`src/rtl/fanbus_pkg.sv`:
```
package fanbus_pkg;
  typedef enum logic [2:0] {
    ST_IDLE,
    ST_ADDR,
    ST_AACK,
    ST_CMD,
    ST_CACK,
    ST_TX,
    ST_TACK
  } bus_state_t;
endpackage

```
`src/rtl/fanbus_sync.sv`:
```
module fanbus_sync #(
  parameter int STAGES = 2
) (
  input  logic clk,
  input  logic rst_n,
  input  logic din,
  output logic lvl,
  output logic rise,
  output logic fall
);
  logic [STAGES-1:0] chain;
  logic              prev;

  always_ff @(posedge clk or negedge rst_n) begin
    if (!rst_n) begin
      chain <= '1;
      prev  <= 1'b1;
    end else begin
      chain <= {chain[STAGES-2:0], din};
      prev  <= chain[STAGES-1];
    end
  end

  assign lvl  = chain[STAGES-1];
  assign rise = lvl & ~prev;
  assign fall = ~lvl & prev;
endmodule

```
`src/rtl/fanbus_engine.sv`:
```
module fanbus_engine
  import fanbus_pkg::*;
#(
  parameter int               CODE_W = 6,
  parameter logic [CODE_W:0]  TARGET_ADDR = 7'b1110100
) (
  input  logic              clk,
  input  logic              rst_n,
  input  logic              scl_lvl,
  input  logic              scl_rise,
  input  logic              scl_fall,
  input  logic              sda_lvl,
  input  logic              sda_rise,
  input  logic              sda_fall,
  input  logic              ovc_flag,
  input  logic              therm_flag,
  output logic              sda_oe,
  output logic              boost_en,
  output logic [CODE_W-1:0] fan_code
);
  localparam int BYTE_W = CODE_W + 2;
  localparam int CNT_W  = $clog2(BYTE_W + 1);
  localparam logic [CNT_W-1:0] CNT_FULL = CNT_W'(BYTE_W);

  bus_state_t        state;
  logic [CNT_W-1:0]  cnt;
  logic [BYTE_W-1:0] shreg;
  logic [BYTE_W-1:0] txreg;
  logic              is_read;
  logic              start_c;
  logic              stop_c;

  assign start_c = scl_lvl & sda_fall;
  assign stop_c  = scl_lvl & sda_rise;

  always_ff @(posedge clk or negedge rst_n) begin
    if (!rst_n) begin
      state    <= ST_IDLE;
      cnt      <= '0;
      shreg    <= '0;
      txreg    <= '0;
      is_read  <= 1'b0;
      sda_oe   <= 1'b0;
      boost_en <= 1'b0;
      fan_code <= '0;
    end else if (start_c) begin
      state  <= ST_ADDR;
      cnt    <= '0;
      sda_oe <= 1'b0;
    end else if (stop_c) begin
      state  <= ST_IDLE;
      sda_oe <= 1'b0;
    end else begin
      case (state)
        ST_ADDR, ST_CMD: begin
          if (scl_rise) begin
            shreg <= {shreg[BYTE_W-2:0], sda_lvl};
            cnt   <= cnt + 1'b1;
          end else if (scl_fall && cnt == CNT_FULL) begin
            cnt <= '0;
            if (state == ST_CMD) begin
              sda_oe <= 1'b1;
              state  <= ST_CACK;
            end else if (shreg[BYTE_W-1:1] == TARGET_ADDR) begin
              sda_oe  <= 1'b1;
              is_read <= shreg[0];
              state   <= ST_AACK;
            end else begin
              state <= ST_IDLE;
            end
          end
        end
        ST_AACK: begin
          if (scl_fall) begin
            if (is_read) begin
              txreg  <= {ovc_flag, therm_flag, {CODE_W{1'b0}}};
              sda_oe <= ~ovc_flag;
              state  <= ST_TX;
            end else begin
              sda_oe <= 1'b0;
              state  <= ST_CMD;
            end
          end
        end
        ST_CACK: begin
          if (scl_fall) begin
            sda_oe   <= 1'b0;
            boost_en <= shreg[CODE_W];
            fan_code <= shreg[CODE_W-1:0];
            state    <= ST_IDLE;
          end
        end
        ST_TX: begin
          if (scl_rise) begin
            cnt <= cnt + 1'b1;
          end else if (scl_fall) begin
            if (cnt == CNT_FULL) begin
              sda_oe <= 1'b0;
              state  <= ST_TACK;
            end else begin
              txreg  <= {txreg[BYTE_W-2:0], 1'b0};
              sda_oe <= ~txreg[BYTE_W-2];
            end
          end
        end
        ST_TACK: begin
          if (scl_rise) state <= ST_IDLE;
        end
        default: state <= ST_IDLE;
      endcase
    end
  end
endmodule

```
`src/rtl/fanbus_target.sv`:
```
module fanbus_target #(
  parameter int              CODE_W      = 6,
  parameter logic [CODE_W:0] TARGET_ADDR = 7'b1110100,
  parameter int              SYNC_STAGES = 2
) (
  input  logic              clk,
  input  logic              rst_n,
  input  logic              scl_i,
  input  logic              sda_i,
  output logic              sda_oe,
  input  logic              ovc_flag,
  input  logic              therm_flag,
  output logic              boost_en,
  output logic [CODE_W-1:0] fan_code
);
  localparam int LINES = 2;

  logic [LINES-1:0] raw;
  logic [LINES-1:0] lvl;
  logic [LINES-1:0] rise;
  logic [LINES-1:0] fall;

  assign raw = {sda_i, scl_i};

  for (genvar g = 0; g < LINES; g++) begin : g_line
    fanbus_sync #(.STAGES(SYNC_STAGES)) u_sync (
      .clk  (clk),
      .rst_n(rst_n),
      .din  (raw[g]),
      .lvl  (lvl[g]),
      .rise (rise[g]),
      .fall (fall[g])
    );
  end

  fanbus_engine #(.CODE_W(CODE_W), .TARGET_ADDR(TARGET_ADDR)) u_engine (
    .clk       (clk),
    .rst_n     (rst_n),
    .scl_lvl   (lvl[0]),
    .scl_rise  (rise[0]),
    .scl_fall  (fall[0]),
    .sda_lvl   (lvl[1]),
    .sda_rise  (rise[1]),
    .sda_fall  (fall[1]),
    .ovc_flag  (ovc_flag),
    .therm_flag(therm_flag),
    .sda_oe    (sda_oe),
    .boost_en  (boost_en),
    .fan_code  (fan_code)
  );
endmodule

```
`config.mk`:
```
export PLATFORM = sky130hd
export DESIGN_NAME = fanbus_target
export DESIGN_NICKNAME = d
export VERILOG_FILES = /design/src/rtl/fanbus_pkg.sv /design/src/rtl/fanbus_sync.sv /design/src/rtl/fanbus_engine.sv /design/src/rtl/fanbus_target.sv
export SDC_FILE = /design/constraint.sdc
export NUM_CORES = 1
export LEC_CHECK = 0
export BUFFER_PORTS_ARGS = -buffer_cell sky130_fd_sc_hd__buf_2
export CAP_MARGIN = 5
export CORE_AREA = 2 2 64 66
export DETAILED_ROUTE_END_ITERATION = 6
export DIE_AREA = 0 0 66 68
export GPL_ROUTABILITY_DRIVEN = 0
export PLACE_DENSITY_LB_ADDON = 0.05
export RECOVER_POWER = 50
export SETUP_SLACK_MARGIN = 0.05
export SYNTH_ARGS = -nofsm -noshare
export SYNTH_HDL_FRONTEND = slang
export SYNTH_SLANG_ARGS = --single-unit
```
`constraint.sdc`:
```
create_clock -name clk -period 1.5 [get_ports clk]
set_input_delay 0.15 -clock clk [delete_from_list [all_inputs] [get_ports clk]]
set_output_delay 0.15 -clock clk [all_outputs]
set_load 0.01 [all_outputs]
```
# Word level (Yosys, flattened, before mapping)
# Index checks and enable logic that the tools add are counted.
dict set report word_totals {
  elab_cells 105
  regBits 37
  inputBits 6
}
dict set report op_classes {
  n_reduce_logical 12
  addsub 1
  eq_ne 25
  muxes 39
  n_bitwise 16
}
# cell n
set ops {}
lappend ops {{3-bit two-way mux} 12}
lappend ops {{7-bit two-way mux} 5}
lappend ops {{8-bit AND reduction} 3}
lappend ops {{4-bit two-way mux} 5}
lappend ops {{4-bit by 1-bit inequality test with 1-bit output (second input constant)} 5}
lappend ops {{4-bit by 2-bit inequality test with 1-bit output (second input constant)} 4}
lappend ops {{3-bit case mux with 5 select lines} 1}
lappend ops {{7-bit case mux with 2 select lines} 1}
lappend ops {{1-bit two-way mux} 12}
lappend ops {{4-bit AND reduction} 3}
lappend ops {{1-bit NOT} 10}
lappend ops {{3-bit == test (second input constant)} 3}
lappend ops {{2-bit by 1-bit inequality test with 1-bit output (second input constant)} 4}
lappend ops {{4-bit case mux with 2 select lines} 1}
lappend ops {{7-bit == test (second input constant)} 1}
lappend ops {{7-bit AND reduction} 1}
lappend ops {{1-bit AND} 6}
lappend ops {{3-bit by 2-bit == test with 1-bit output (second input constant)} 2}
lappend ops {{6-bit nonzero test} 1}
lappend ops {{5-bit by 1-bit inequality test with 1-bit output (second input constant)} 1}
lappend ops {{4-bit by 1-bit adder with 4-bit output (second input constant)} 1}
lappend ops {{4-bit == test (second input constant)} 1}
lappend ops {{2-bit inequality test (second input constant)} 2}
lappend ops {{1-bit case mux with 4 select lines} 1}
lappend ops {{7 further kinds} 7}

# Depth between registers and ports, before layout
# Gate-level depths: netlist of run 1.
dict set report depth {
  depth_word 8
  mapped_depth 7
}

# Modules after synthesis
# Synthesis of run 1 repeated with hierarchy kept, for this count alone.
dict set report hier_totals {
  hier_cells 130
  hier_area_um2 1526.5
}
# mod area_each_um2 n_inst cells_each
set modules_own_cells {}
lappend modules_own_cells {fanbus_engine 1338.8 1 120}
lappend modules_own_cells {fanbus_sync 93.8 2 5}

# Worst setup path before layout of run 1
# Ideal clock, no wire load.
dict set report synth_path {
  path_kind {flip-flop to flip-flop}
  start {reg g_line[0].u_sync.prev}
  end {reg u_engine.boost_en}
  path_stages_with_launch 4
  setup_time_ps 125
  path_buffers 0
  setup_slack_ps -46
  arrival_ps 1422
  cell_sequence {dfstp_2 -> nand2b_4 -> nor4b_4 -> mux2_2}
}
dict set report synth_via {
  elab_chain_len 2
}
# element line_no
set synth_lines {}
lappend synth_lines {{start: declaration} fanbus_sync.sv:12} ;# logic prev;
lappend synth_lines {{start signal: assignment} fanbus_sync.sv:20} ;# prev <= chain[STAGES-1];
lappend synth_lines {{1-bit AND} fanbus_sync.sv:26} ;# assign fall = ~lvl & prev;
lappend synth_lines {{4-bit AND reduction (no source line)} n/a}
lappend synth_lines {{end signal: assignment} fanbus_engine.sv:88} ;# boost_en <= shreg[CODE_W];
lappend synth_lines {{end: declaration} fanbus_engine.sv:18} ;# output logic boost_en,
# No other way between the ends.
# A chain may end at the register's enable or synchronous reset.

# Worst setup path in the final report of run 1
dict set report layout_path {
  start {reg g_line[1].u_sync.chain[1]}
  end {reg u_engine.cnt[2]}
}
dict set report layout_via {
  elab_chain_len 5
  word_cells_on_any_way 11
}
# element line_no
set layout_lines {}
lappend layout_lines {{start: declaration} fanbus_sync.sv:11} ;# logic [STAGES-1:0] chain;
lappend layout_lines {{start signal: assignment} fanbus_sync.sv:19} ;# chain <= {chain[STAGES-2:0], din};
lappend layout_lines {{1-bit NOT} fanbus_sync.sv:26}
lappend layout_lines {{1-bit AND} fanbus_sync.sv:26}
lappend layout_lines {{1-bit AND} fanbus_engine.sv:33} ;# assign start_c = scl_lvl & sda_fall;
lappend layout_lines {{4-bit by 2-bit inequality test with 1-bit output (no source line) (tied with other cells)} n/a}
lappend layout_lines {{4-bit AND reduction (no source line)} n/a}
lappend layout_lines {{end signal: assignment} fanbus_engine.sv:58} ;# cnt <= cnt + 1'b1;
lappend layout_lines {{end signal: assignment} fanbus_engine.sv:95} ;# cnt <= cnt + 1'b1;
lappend layout_lines {{end: declaration} fanbus_engine.sv:26} ;# logic [CNT_W-1:0] cnt;
# Parallel ways exist; a longest one is shown, timed or not.

==> flow_results.org, run 1 <==
** Min path
- The min-delay analysis places its worst path in the category input pin to flip-flop.

** Floorplan
- Die height :: just under 70 um
- Pin placement for this block handled 14 I/O pins.
- From left edge to right edge, the die measures between 60 and 70 um.
- Row Count :: 23
- Area of the core region :: a little under 4000 um2
- The die covers between 4000 and 5000 um2.
- Starting utilization of the core area :: 38.1%

** Global route
- Vias in the first global route :: about 1100
- Total gr overflow :: 0
- Entering global routing, the biggest net connects 32 pins.
- The first global-routing pass estimated ~4900 um of wire.
- Antenna violations before repair :: 0
- For this run, the total global-route usage over all layers was measured as about 15%.

** Synth
- The biggest area contributor in the post-synthesis netlist is sky130_fd_sc_hd__dfrtp_1.
- In the synthesized netlist the dominant register cell turns out to be sky130_fd_sc_hd__dfrtp_1.
- Synthesis produced a netlist with a net count of around 130.
- Unique masters post-synth :: 40
- Synth Area per Inst :: roughly 12 um2
- Number of storage elements in the synthesis netlist :: 31
- Sequential cell area fraction in the yosys report :: a little over half
- Sorting the synthesized cells by area gives the leading types as sky130_fd_sc_hd__dfrtp_1 43%, sky130_fd_sc_hd__mux2_2 13%, sky130_fd_sc_hd__dfstp_2 11%.
- Post-synth design cell area :: around 1500 um2
- In this run, synthesis inferred 0 flip-flops with an integrated enable.
- The top cell type by area accounts for a little over two fifths of the synthesized area.
- The cell count after synthesis came out at between 100 and 150.
- Warning count from the yosys run :: 0
- Post-synthesis async set-or-reset flop share :: 100%

** Run status
- Result of the run :: finished, violations left
- Violations in the final reports :: negative setup slack

** Power
- Power density of the placed cells :: between 1500 and 2000 nW/um2
- Net switching is a little under a third of the power.
- Switching power :: roughly 0.00099 W
- Worst IR Drop VDD :: 887 uV
- Per report_power, the sequential group accounts for about two fifths of the total.
- Share of total power in the clock network :: between 20 and 25%
- The analysis attributes to cell leakage a power of 0.972 nW.
- Cell internal power dissipation :: between 0.002 and 0.0025 W
- Combinational share of power :: a little under two fifths

** Drt
- Using the TritonRoute via totals, the vias-per-cell ratio works out to 4.79.
- For this run, design rule violations remaining after detail routing come to 0.
- The first routing iteration left between 60 and 70 violations.
- Final antenna-violating net count :: 0
- The routed design has between 3000 and 4000 um of wire.
- Wirelength per Cell :: 13.7 um
- The first detailed-routing pass took 4 iterations.
- Overall via count from detail_route :: ~1100

** Layout
- Final non-filler cell area :: 2070 um2
- The net count of the finished layout is between 150 and 200.
- The filler cells instantiated in the layout total between 300 and 400.
- Ant. Diodes :: 0
- The post-route netlist has between 50% and 60% of its cells at a drive strength greater than 1.
- Relative to the synthesized area, the layout overhead comes to 41.2%.
- Non-filler cells, final :: 220
- Cells fill approximately 54% of the core in the end.

** STA
- Summed over all failing endpoints, the final setup total negative slack is -0.146 ns.
- Worst Setup Slack, final :: -0.0500 ns
- Post-layout min period :: 1.55 ns
- Setup violations remaining at the end of the flow were counted as 6.
- The number of max-slew violations in the final report came to 0.
- Final cycle utilization of the critical path :: 103%
- The final hold violation count came to 0.
- Final Skew :: between 0.003 and 0.004 ns
- Measured against its own limit, the worst slew margin works out to about half.
- Worst-Margin Slew :: approximately 0.76 ns
- Maximum clock rate :: ~650 MHz
- Setup repair after global routing could not meet its margin everywhere.

** Worst setup path
- For the worst setup path, the data required time is between 1.5 and 2 ns.
- Critical Path Start Type :: flip-flop
- Setup slack of the most critical reg-to-reg path :: -0.05 ns
- The setup path with the least slack is of type flip-flop to flip-flop.
- Endpoint kind of the worst setup timing path :: flip-flop
- Arrival time reported for the critical path endpoint :: 1.71 ns
- Maximum fanout along the worst path :: 5

** Clock network
- Counting the buffers created by CTS gives 5.
- Clock edge transition at the registers on the reported setup and hold paths :: approximately 0.06 ns
- Clock tree root driver cell :: sky130_fd_sc_hd__clkbuf_8
- The H-tree was split into 2 levels.
- TritonCTS built the clock tree.
- Sink Count :: 31
- Clock latency at the later pin of the worst-skew pair :: approximately 0.27 ns
- The clock passes through at most 2 buffers.

** Place
- Buffers on Ports :: 13
- Standard cell area after detailed placement :: 1760 um2
- After detailed placement, the design holds a cell count of just over 200.
- After legalization and detailed placement, the total HPWL measured just over 2000 um.

** Run
- Across the run, the number of max-cap violations was 0.
power by group through the flow:
stage,registers [W],clock network (W),logic (W)
global placement,0.00122,0,0.000950
floorplan,0.00120,0,0.000559
finish,0.00122,0.000710,0.00118
detailed placement,0.00122,0,0.000963
CTS,0.00121,0.000738,0.00104
global route,0.00126,0.000771,0.00130
synthesized netlist by cell type, types with 2 or more instances:
cell,number
sky130_fd_sc_hd__a21oi_1,2
sky130_fd_sc_hd__a22o_2,2
sky130_fd_sc_hd__a32oi_1,2
sky130_fd_sc_hd__and2b_1,3
sky130_fd_sc_hd__dfrtp_1,25
sky130_fd_sc_hd__dfstp_2,6
sky130_fd_sc_hd__ha_1,2
sky130_fd_sc_hd__inv_1,5
sky130_fd_sc_hd__mux2_2,17
sky130_fd_sc_hd__nand2_1,13
sky130_fd_sc_hd__nand3_1,2
sky130_fd_sc_hd__nand3b_1,3
sky130_fd_sc_hd__nor2_1,3
sky130_fd_sc_hd__o21ai_0,9
registers in the layout, summed over array words and instances, names as in the netlist:
signal               cells
g_line.u_sync.chain      4
u_engine.txreg           1
u_engine.cnt             4
u_engine.fan_code        6
u_engine.sda_oe          1
u_engine.is_read         1
u_engine.shreg           8
u_engine.boost_en        1
u_engine.state           3
g_line.u_sync.prev       2
routing by layer:
metal	global-route usage (%)	vias up	routed length, um
met4	5.87	0	20
met3	3.62	2	85
met2	25.9	15	1530
li1	-	524	-
met1	17.8	512	1380
met5	0	-	0
timing repair:
item	4_1_cts	5_1_grt
endpoints found under the hold margin	27	0
setup buffers	3	3
hold buffers	3	0
resized for setup	9	25
endpoints found under the setup margin	20	25
pin swaps	1	5
logic make-up after synthesis:
group                    synth area share (%)
multiplexers                             13.7
flip-flops                               53.4
XOR/XNOR                                 1.19
buffers and inverters                    3.32
AO/OA/AOI/OAI                            10.6
AND/OR/NAND/NOR                          16.1
adder cells (fa/ha/maj)                  1.70
worst paths after layout:
path                                                        to  cells past startpoint                                 from
setup / recovery                   u_engine.cnt[2]$_DFFE_PN0P_                      5  g_line[1].u_sync.chain[1]$_DFF_PN1_
hold / removal                   u_engine.txreg[6]$_DFFE_PN0P_                      3                           therm_flag
setup reg to reg                   u_engine.cnt[2]$_DFFE_PN0P_                      5  g_line[1].u_sync.chain[1]$_DFF_PN1_
hold reg to reg            g_line[0].u_sync.chain[1]$_DFF_PN1_                      0  g_line[0].u_sync.chain[0]$_DFF_PN1_
max in group asynchronous        u_engine.state[2]$_DFFE_PN0P_                      3                                rst_n
min in group asynchronous        u_engine.state[1]$_DFFE_PN0P_                      3                                rst_n
stage by stage:
stage | worst slack (ns) | total power [W] | hold WS [ns]
6_report | -0.0500 | 0.00311 | 0.127
5_1_grt | -0.109 | 0.00332 | 0.149
4_1_cts | -0.0383 | 0.00299 | 0.121
2_1_floorplan | -0.0464 | 0.00176 | -0.146
3_5_place_dp | -0.0751 | 0.00219 | 0.192
3_3_place_gp | -0.0412 | 0.00217 | 0.184
final cells by class:
class | count | area [um2] | area share, %
Inverter | 5 | 18.8 | 0.906
Tap cell | 50 | 62.6 | 3.02
Clock buffer | 8 | 100 | 4.83
Sequential cell | 31 | 786 | 37.9
Timing Repair Buffer | 45 | 330 | 15.9
Multi-Input combinational cell | 81 | 774 | 37.4
layout by cell type, fill, tap and decap left out, drive strengths merged, types with 2 or more instances in the layout:
master / n
dfrtp: 25
a22o: 2
dfstp: 6
nand2: 14
clkbuf: 9
nand3: 2
nand2b: 2
o21ai: 9
a21oi: 2
nand3b: 3
buf: 41
mux2: 17
nor2: 3
and2b: 4
a32oi: 2
ha: 2
inv: 5
dlygate4sd3: 3
worst max-delay path, stage by stage, from the launching register on:
cell and delay (ns):
sky130_fd_sc_hd__dfstp_1 0.56, sky130_fd_sc_hd__xor2_2 0.21, sky130_fd_sc_hd__nor3_4 0.08, sky130_fd_sc_hd__and3_4 0.17, sky130_fd_sc_hd__and3b_1 0.16, sky130_fd_sc_hd__a221o_1 0.25
Note: power is estimated with default switching activity, not from simulation.
==> run 2: changes to the inputs <==
- REMOVE_ABC_BUFFERS: unset -> 1
==> flow_results.org, run 2 (synthesized netlist as in run 1, its figures left out) <==
** Drt
- Final antenna-violating net count :: 0 (unchanged)
- The average via count per standard cell was 4.83 (+0.90%).
- The average wire length per cell after detail routing is 13.6 um (-0.92%).
- The final routed wirelength across all metal layers was 3030 um (+0.43%).
- The DRC violation count after routing is 0 (unchanged).
- The initial DRC count is 38 (-38%).
- The detailed-routing iteration count for the pre-antenna-repair pass is 4 (unchanged).
- The total via count in the routed design was 1077 (+2.3%).

** Layout
- Compared with the post-synthesis result, the final layout area differs by 39.1%.
- Most frequent standard cell in the layout excluding fill and tap cells :: sky130_fd_sc_hd__buf_4
- u_engine.shreg holds more flip-flops than any other register.
- Ant. Diodes :: 0 (unchanged)
- The flip-flop count of the largest register, all copies and words added came to 8 (unchanged).
- Most used cells in the layout excluding fill and tap cells :: 28 x sky130_fd_sc_hd__buf_4, 23 x sky130_fd_sc_hd__dfrtp_1, 15 x sky130_fd_sc_hd__mux2_2, 10 x sky130_fd_sc_hd__nand2_1, 9 x sky130_fd_sc_hd__clkbuf_1
- The area of all placed cells without fillers was 2040 um2 (-1.4%).
- The fraction of final layout cells with drive strength greater than 1 came to 53.2% (-3.9 points).
- Utilization after layout :: 53.0% (-0.78 points)
- In the final layout, the registers with the most flip-flops are u_engine.shreg: 8 flops, u_engine.fan_code: 6 flops.
- Total Nets Final :: 180 (+1.7%)

** STA
- Final Skew :: 0.00830 ns (+0.00462 ns)
- Fin. max-slew vios :: 0 (unchanged)
- The clock period minus final worst setup slack is 1.56 ns (+0.00849 ns).
- Final cycle utilization of the critical path :: 104% (+0.57 points)
- The fmax is 642 MHz (-0.54%).
- Worst Setup Slack, final :: -0.0585 ns (-0.00849 ns)
- The relative max-transition margin is 50.5% (+1.2 points).
- Worst-Margin Slew :: 0.743 ns (-0.0175 ns)
- Number of setup violations in the final report :: 8 (+2)
- Setup repair after global routing could not meet its margin everywhere.
- The final hold violation count came to 0 (unchanged).
- Final hold slack :: 0.108 ns (-0.0189 ns)

** Clock network
- TritonCTS clock tree :: yes
- Sink Count :: 31 (unchanged)
- The number of buffers created by CTS was 5 (unchanged).
- The clock input transition at the sequential cells of the worst setup and hold paths came to 0.07 ns (about the same).
- CTS max path bufs :: 2 (unchanged)
- The H-tree depth reported by CTS was 2 (unchanged).
- Clock latency at the later pin of the worst-skew pair :: 0.28 ns (about the same)
- The tree is rooted in a sky130_fd_sc_hd__clkbuf_8.

** Place
- Standard cell area after detailed placement :: 1770 um2 (+0.43%)
- Half-perimeter wire length of the detailed placement result :: 2130 um (+3.2%)
- Buffers on Ports :: 13 (unchanged)

** Floorplan
- Area of the core region :: 3860 um2 (unchanged)
- The I/O pin total came to 14 (unchanged).
- The vertical die dimension is 68 um (unchanged).
- Area of the die :: 4490 um2 (unchanged)
- Horiz. Die Dim :: 66 um (unchanged)
- The number of cell rows is 23 (unchanged).
- The starting utilization of the core area is 38.1% (unchanged).

** Run status
- Violations in the final reports :: negative setup slack
- The run finished, with violations left.

** Global route
- Antenna violations before repair :: 0 (unchanged)
- The maximum number of pins on one net before global-route repair is 32 (unchanged).
- Global-route wire length before repair :: 5060 um (+2.8%)
- The remaining global-route overflow is 0 (unchanged).
- Vias in the first global route :: 1059 (+0.19%)
- Global routing usage summed across all routing layers :: 15.5% (+0.60 points)

** Worst setup path
- The slack of the worst reg-to-reg path came to -0.06 ns (about the same).
- The critical path goes through nand2b_4 > nor4b_4 > buf_6 > mux2_2.
- Arrival time reported for the critical path endpoint :: 1.72 ns (about the same)
- Category of the critical setup timing path :: flip-flop to flip-flop
- Delay contributed by the slowest stage of the critical path :: 0.58 ns (+0.02 ns)
- Critical Path Start Type :: flip-flop
- WP buf/inv :: 1 (+1)
- Critical Path RT :: 1.66 ns (about the same)
- Slowest stage cell on the critical path :: sky130_fd_sc_hd__dfstp_2
- Category of cells accounting for the largest share of critical-path delay :: flip-flops
- Maximum fanout along the worst path :: 7 (+2)
- STA classifies the critical path endpoint as a flip-flop.

** Min path
- Worst min-delay path class :: input pin to flip-flop

** Run
- Max-cap violations :: 0 (unchanged)

** Power
- Power density of the placed cells :: 1480 nW/um2 (-1.3%)
- The cell leakage power came to 0.929 nW (-4.5%).
- The maximum ir drop on the vdd rail came to 698 uV (-21%).
run 2: worst paths after layout:
kind / from / to / cells after the start
max: g_line[0].u_sync.prev$_DFF_PN1_ / u_engine.fan_code[4]$_DFFE_PN0P_ / 4
min: therm_flag / u_engine.txreg[6]$_DFFE_PN0P_ / 3
max reg2reg: g_line[0].u_sync.prev$_DFF_PN1_ / u_engine.fan_code[4]$_DFFE_PN0P_ / 4
max in group asynchronous: rst_n / u_engine.state[0]$_DFFE_PN0P_ / 2
min reg2reg: g_line[0].u_sync.chain[0]$_DFF_PN1_ / g_line[0].u_sync.chain[1]$_DFF_PN1_ / 0
min in group asynchronous: rst_n / u_engine.state[1]$_DFFE_PN0P_ / 2
run 2: report_power, final:
part | internal [W] | total (W) | switching (W)
Clock | 0.000370 | 0.000671 | 0.000301
Combinational | 0.000623 | 0.00111 | 0.000489
Sequential | 0.00105 | 0.00124 | 0.000190
run 2: per-stage QoR:
stage          std cells  power [W]  TNS, ns  setup slack [ns]
2_1_floorplan        117    0.00170   -0.339           -0.0464
3_3_place_gp         205    0.00220    -1.10            -0.104
3_5_place_dp         205    0.00220    -1.29            -0.118
4_1_cts              220    0.00299   -0.384           -0.0547
5_1_grt              223    0.00323    -1.57            -0.103
6_report             223    0.00302   -0.380           -0.0585
run 2: cell type report:
cell class / count / area (um2)
Fill cell: 359 / 1810
Multi-Input combinational cell: 81 / 734
Clock buffer: 7 / 86.3
Timing Repair Buffer: 48 / 349
Clock inverter: 1 / 5.00
Sequential cell: 31 / 786
Inverter: 5 / 18.8
Tap cell: 50 / 62.6
run 2: repair_timing:
action	4_1_cts	5_1_grt
endpoints found under the hold margin	27	0
pin swaps	6	8
hold buffers	3	0
setup endpoints to repair	24	25
resized for setup	19	10
buffers inserted	4	3
run 2: layer usage:
layer	vias up	track usage [%]	wire length, um
met5	-	0	0
met4	0	7.14	37
met3	4	4.77	99
met2	19	25.1	1530
met1	522	19.0	1370
li1	532	-	-
run 2: worst reg2reg max path, delay by kind of cell, from the launching register on:
family | cells | cell delay [ns]
buffers and inverters | 1 | 0.17
multiplexers | 1 | 0.33
AND/OR/NAND/NOR | 2 | 0.37
flip-flops | 1 | 0.58
==> run 3: changes to the inputs <==
==> constraint.sdc (replaced) <==
create_clock -name clk -period 1.5 [get_ports clk]
set_input_delay 0.225 -clock clk [delete_from_list [all_inputs] [get_ports clk]]
set_output_delay 0.225 -clock clk [all_outputs]
set_load 0.01 [all_outputs]
==> flow_results.org, run 3 (synthesized netlist as in run 1, its figures left out) <==
** Layout
- Number of fill cells :: 362 (+0.84%)
- Storage element area :: 785 um2 (-0.16%)
- The number of nets in the layout is 179 (-0.56%).
- Area of the multi-input gates :: 736 um2 (+0.17%)
- The post-layout utilization of the core is 53.2% (+0.29 points).
- Layout area overhead :: 39.9%
- Number of flip-flops in the largest register :: 8 (unchanged)
- The largest registers in the layout are u_engine.shreg: 8 flops, u_engine.fan_code: 6 flops.
- The area of all placed cells without fillers was 2050 um2 (+0.55%).
- Largest reg by FF count :: u_engine.shreg
- Ant. Diodes :: 0 (unchanged)
- The fraction of final layout cells with drive strength greater than 1 was 56.4% (+3.2 points).
- Most used cells in the layout excluding fill and tap cells :: 27 x sky130_fd_sc_hd__buf_4, 24 x sky130_fd_sc_hd__dfrtp_1, 13 x sky130_fd_sc_hd__buf_2, 12 x sky130_fd_sc_hd__nand2_1, 10 x sky130_fd_sc_hd__mux2_2
- Most frequent standard cell in the layout excluding fill and tap cells :: sky130_fd_sc_hd__buf_4

** STA
- Number of setup violations in the final report :: 16 (+8)
- The number of max-slew violations in the final report was 0 (unchanged).
- Post-layout min period :: 1.55 ns (-0.0130 ns)
- Max-slew headroom at the worst pin :: 50.3% (-0.14 points)
- The worst clock skew on the final layout was 0.00459 ns (-0.00371 ns).
- Maximum clock rate :: 647 MHz (+0.84%)
- Worst Setup Slack, final :: -0.0455 ns (+0.0130 ns)
- Final cycle utilization of the critical path :: 103% (-0.87 points)
- Worst-Margin Slew :: 0.745 ns (+0.00213 ns)
- The final hold violation count was 0 (unchanged).
- Final hold slack :: 0.0389 ns (-0.0688 ns)
- Setup repair after global routing missed its margin :: yes

** Global route
- Total gr overflow :: 0 (unchanged)
- Maximum number of pins on one net before global-route repair :: 32 (unchanged)
- The number of global-route vias before repair was 1177 (+11%).
- Global routing usage summed across all routing layers :: 16.2% (+0.74 points)
- The wire length of the first global-routing pass was 5350 um (+5.7%).
- Antenna violations before repair :: 0 (unchanged)

** Floorplan
- Horiz. Die Dim :: 66 um (unchanged)
- The vertical die dimension was 68 um (unchanged).
- Area of the core region :: 3860 um2 (unchanged)
- The number of cell rows came to 23 (unchanged).
- The die outline area came to 4490 um2 (unchanged).
- The starting utilization of the core area is 38.1% (unchanged).
- I/O pin count :: 14 (unchanged)

** Run
- The number of max-cap violations came to 0 (unchanged).

** Drt
- The number of antenna-violating nets in the routed design came to 0 (unchanged).
- The initial DRC count came to 32 (-16%).
- Final Routed Wirelength :: 3080 um (+1.5%)
- Pre-antenna DRT Iters :: 4 (unchanged)
- Wirelength per Cell :: 13.9 um (+1.9%)
- Residual DRC count :: 0 (unchanged)
- Overall via count from detail_route :: 1099 (+2.0%)
- Via density :: 4.95 (+2.5%)

** Clock network
- The clock input transition at the sequential cells of the worst setup and hold paths came to 0.06 ns (about the same).
- TritonCTS built the clock tree.
- The H-tree depth reported by CTS was 2 (unchanged).
- CTS max path bufs :: 2 (unchanged)
- The number of buffers created by CTS is 5 (unchanged).
- Clock latency at the later pin of the worst-skew pair :: 0.28 ns (about the same)
- Clock tree root driver cell :: sky130_fd_sc_hd__clkbuf_8
- The clock net sink count came to 31 (unchanged).

** Place
- Worst-case setup slack after placement :: -0.114 ns (+0.00483 ns)
- Buffers on Ports :: 13 (unchanged)
- The HPWL after detailed placement came to 2110 um (-1.1%).
- Standard cell area after detailed placement :: 1770 um2 (+0.43%)

** Power
- The cell leakage power came to 0.972 nW (+4.6%).
- Worst IR Drop VDD :: 713 uV (+2.2%)
- The total power density per cell area is 1510 nW/um2 (+1.8%).

** Worst setup path
- Maximum fanout along the worst path :: 7 (unchanged)
- STA classifies the critical path endpoint as a flip-flop.
- Arrival time reported for the critical path endpoint :: 1.71 ns (about the same)
- Category of the critical setup timing path :: flip-flop to flip-flop
- Critical Path Start Type :: flip-flop
- Critical Path RT :: 1.67 ns (about the same)

** Run status
- The checks that failed: negative setup slack.
- Result of the run :: finished, violations left

** Min path
- Worst min-delay path class :: input pin to flip-flop
[run 3: cell types whose count changed in the layout (fill, tap and decap cells not counted), moves of 2 or more]
| cell | change |
|---|---|
| sky130_fd_sc_hd__buf_2 | +9 |
| sky130_fd_sc_hd__clkbuf_1 | -9 |
| sky130_fd_sc_hd__mux2_2 | -5 |
| sky130_fd_sc_hd__mux2_4 | +5 |
| sky130_fd_sc_hd__dlygate4sd3_1 | -2 |
| sky130_fd_sc_hd__nand2_1 | +2 |
| sky130_fd_sc_hd__nand2_2 | -2 |
[run 3: area by class of cell]
class | instances | share of cell area [%]
Sequential cell | 31 | 38.2
Tap cell | 50 | 3.05
Clock buffer | 7 | 4.69
Multi-Input combinational cell | 81 | 35.8
Timing Repair Buffer | 47 | 16.9
Inverter | 5 | 0.914
Clock inverter | 1 | 0.366
[run 3: worst max-delay path: stages (launching register included)]
cell and delay, ns:
sky130_fd_sc_hd__dfstp_2 0.58, sky130_fd_sc_hd__nand2b_4 0.08, sky130_fd_sc_hd__nor4b_4 0.26, sky130_fd_sc_hd__buf_6 0.18, sky130_fd_sc_hd__mux2_2 0.33
[run 3: path summary, 6_finish.rpt]
| check | startpoint | end | slack [ns] | cells past startpoint |
|---|---|---|---|---|
| hold reg to reg | g_line[0].u_sync.chain[0]$_DFF_PN1_ | g_line[0].u_sync.chain[1]$_DFF_PN1_ | 0.36 | 0 |
| min in group asynchronous | rst_n | u_engine.cnt[3]$_DFFE_PN0P_ | 0.62 | 3 |
| hold / removal | sda_i | g_line[1].u_sync.chain[0]$_DFF_PN1_ | 0.04 | 1 |
| setup reg to reg | g_line[0].u_sync.prev$_DFF_PN1_ | u_engine.fan_code[2]$_DFFE_PN0P_ | -0.05 | 4 |
| setup / recovery | g_line[0].u_sync.prev$_DFF_PN1_ | u_engine.fan_code[2]$_DFFE_PN0P_ | -0.05 | 4 |
| max in group asynchronous | rst_n | u_engine.state[0]$_DFFE_PN0P_ | 0.36 | 3 |
[run 3: report_power, final]
part	total [W]	switching [W]	leakage, nW	internal [W]
logic	0.00114	0.000490	0.528	0.000651
registers	0.00123	0.000182	0.394	0.00105
clock network	0.000724	0.000307	0.0505	0.000417
[run 3: stage by stage]
step	cells	setup TNS (ns)	total power [W]
floorplan	117	-0.339	0.00170
global route	222	-1.81	0.00332
detailed placement	206	-1.34	0.00220
global placement	206	-1.02	0.00220
finish	222	-0.462	0.00309
CTS	218	-0.352	0.00302
[run 3: routing by layer]
layer | track usage [%] | up-vias | routed length [um]
met2 | 28.2 | 16 | 1580
met3 | 4.28 | 5 | 96
met5 | 0 | - | 0
met1 | 18.8 | 548 | 1340
met4 | 7.40 | 0 | 53
li1 | - | 530 | -
[run 3: repair_timing]
action / 4_1_cts / 5_1_grt
cloned: 0 / 0
hold buffers: 1 / 0
buffers inserted: 3 / 4
endpoints found under the setup margin: 23 / 25
resized for setup: 14 / 15
hold endpoints to repair: 25 / 0
pin swaps: 6 / 8
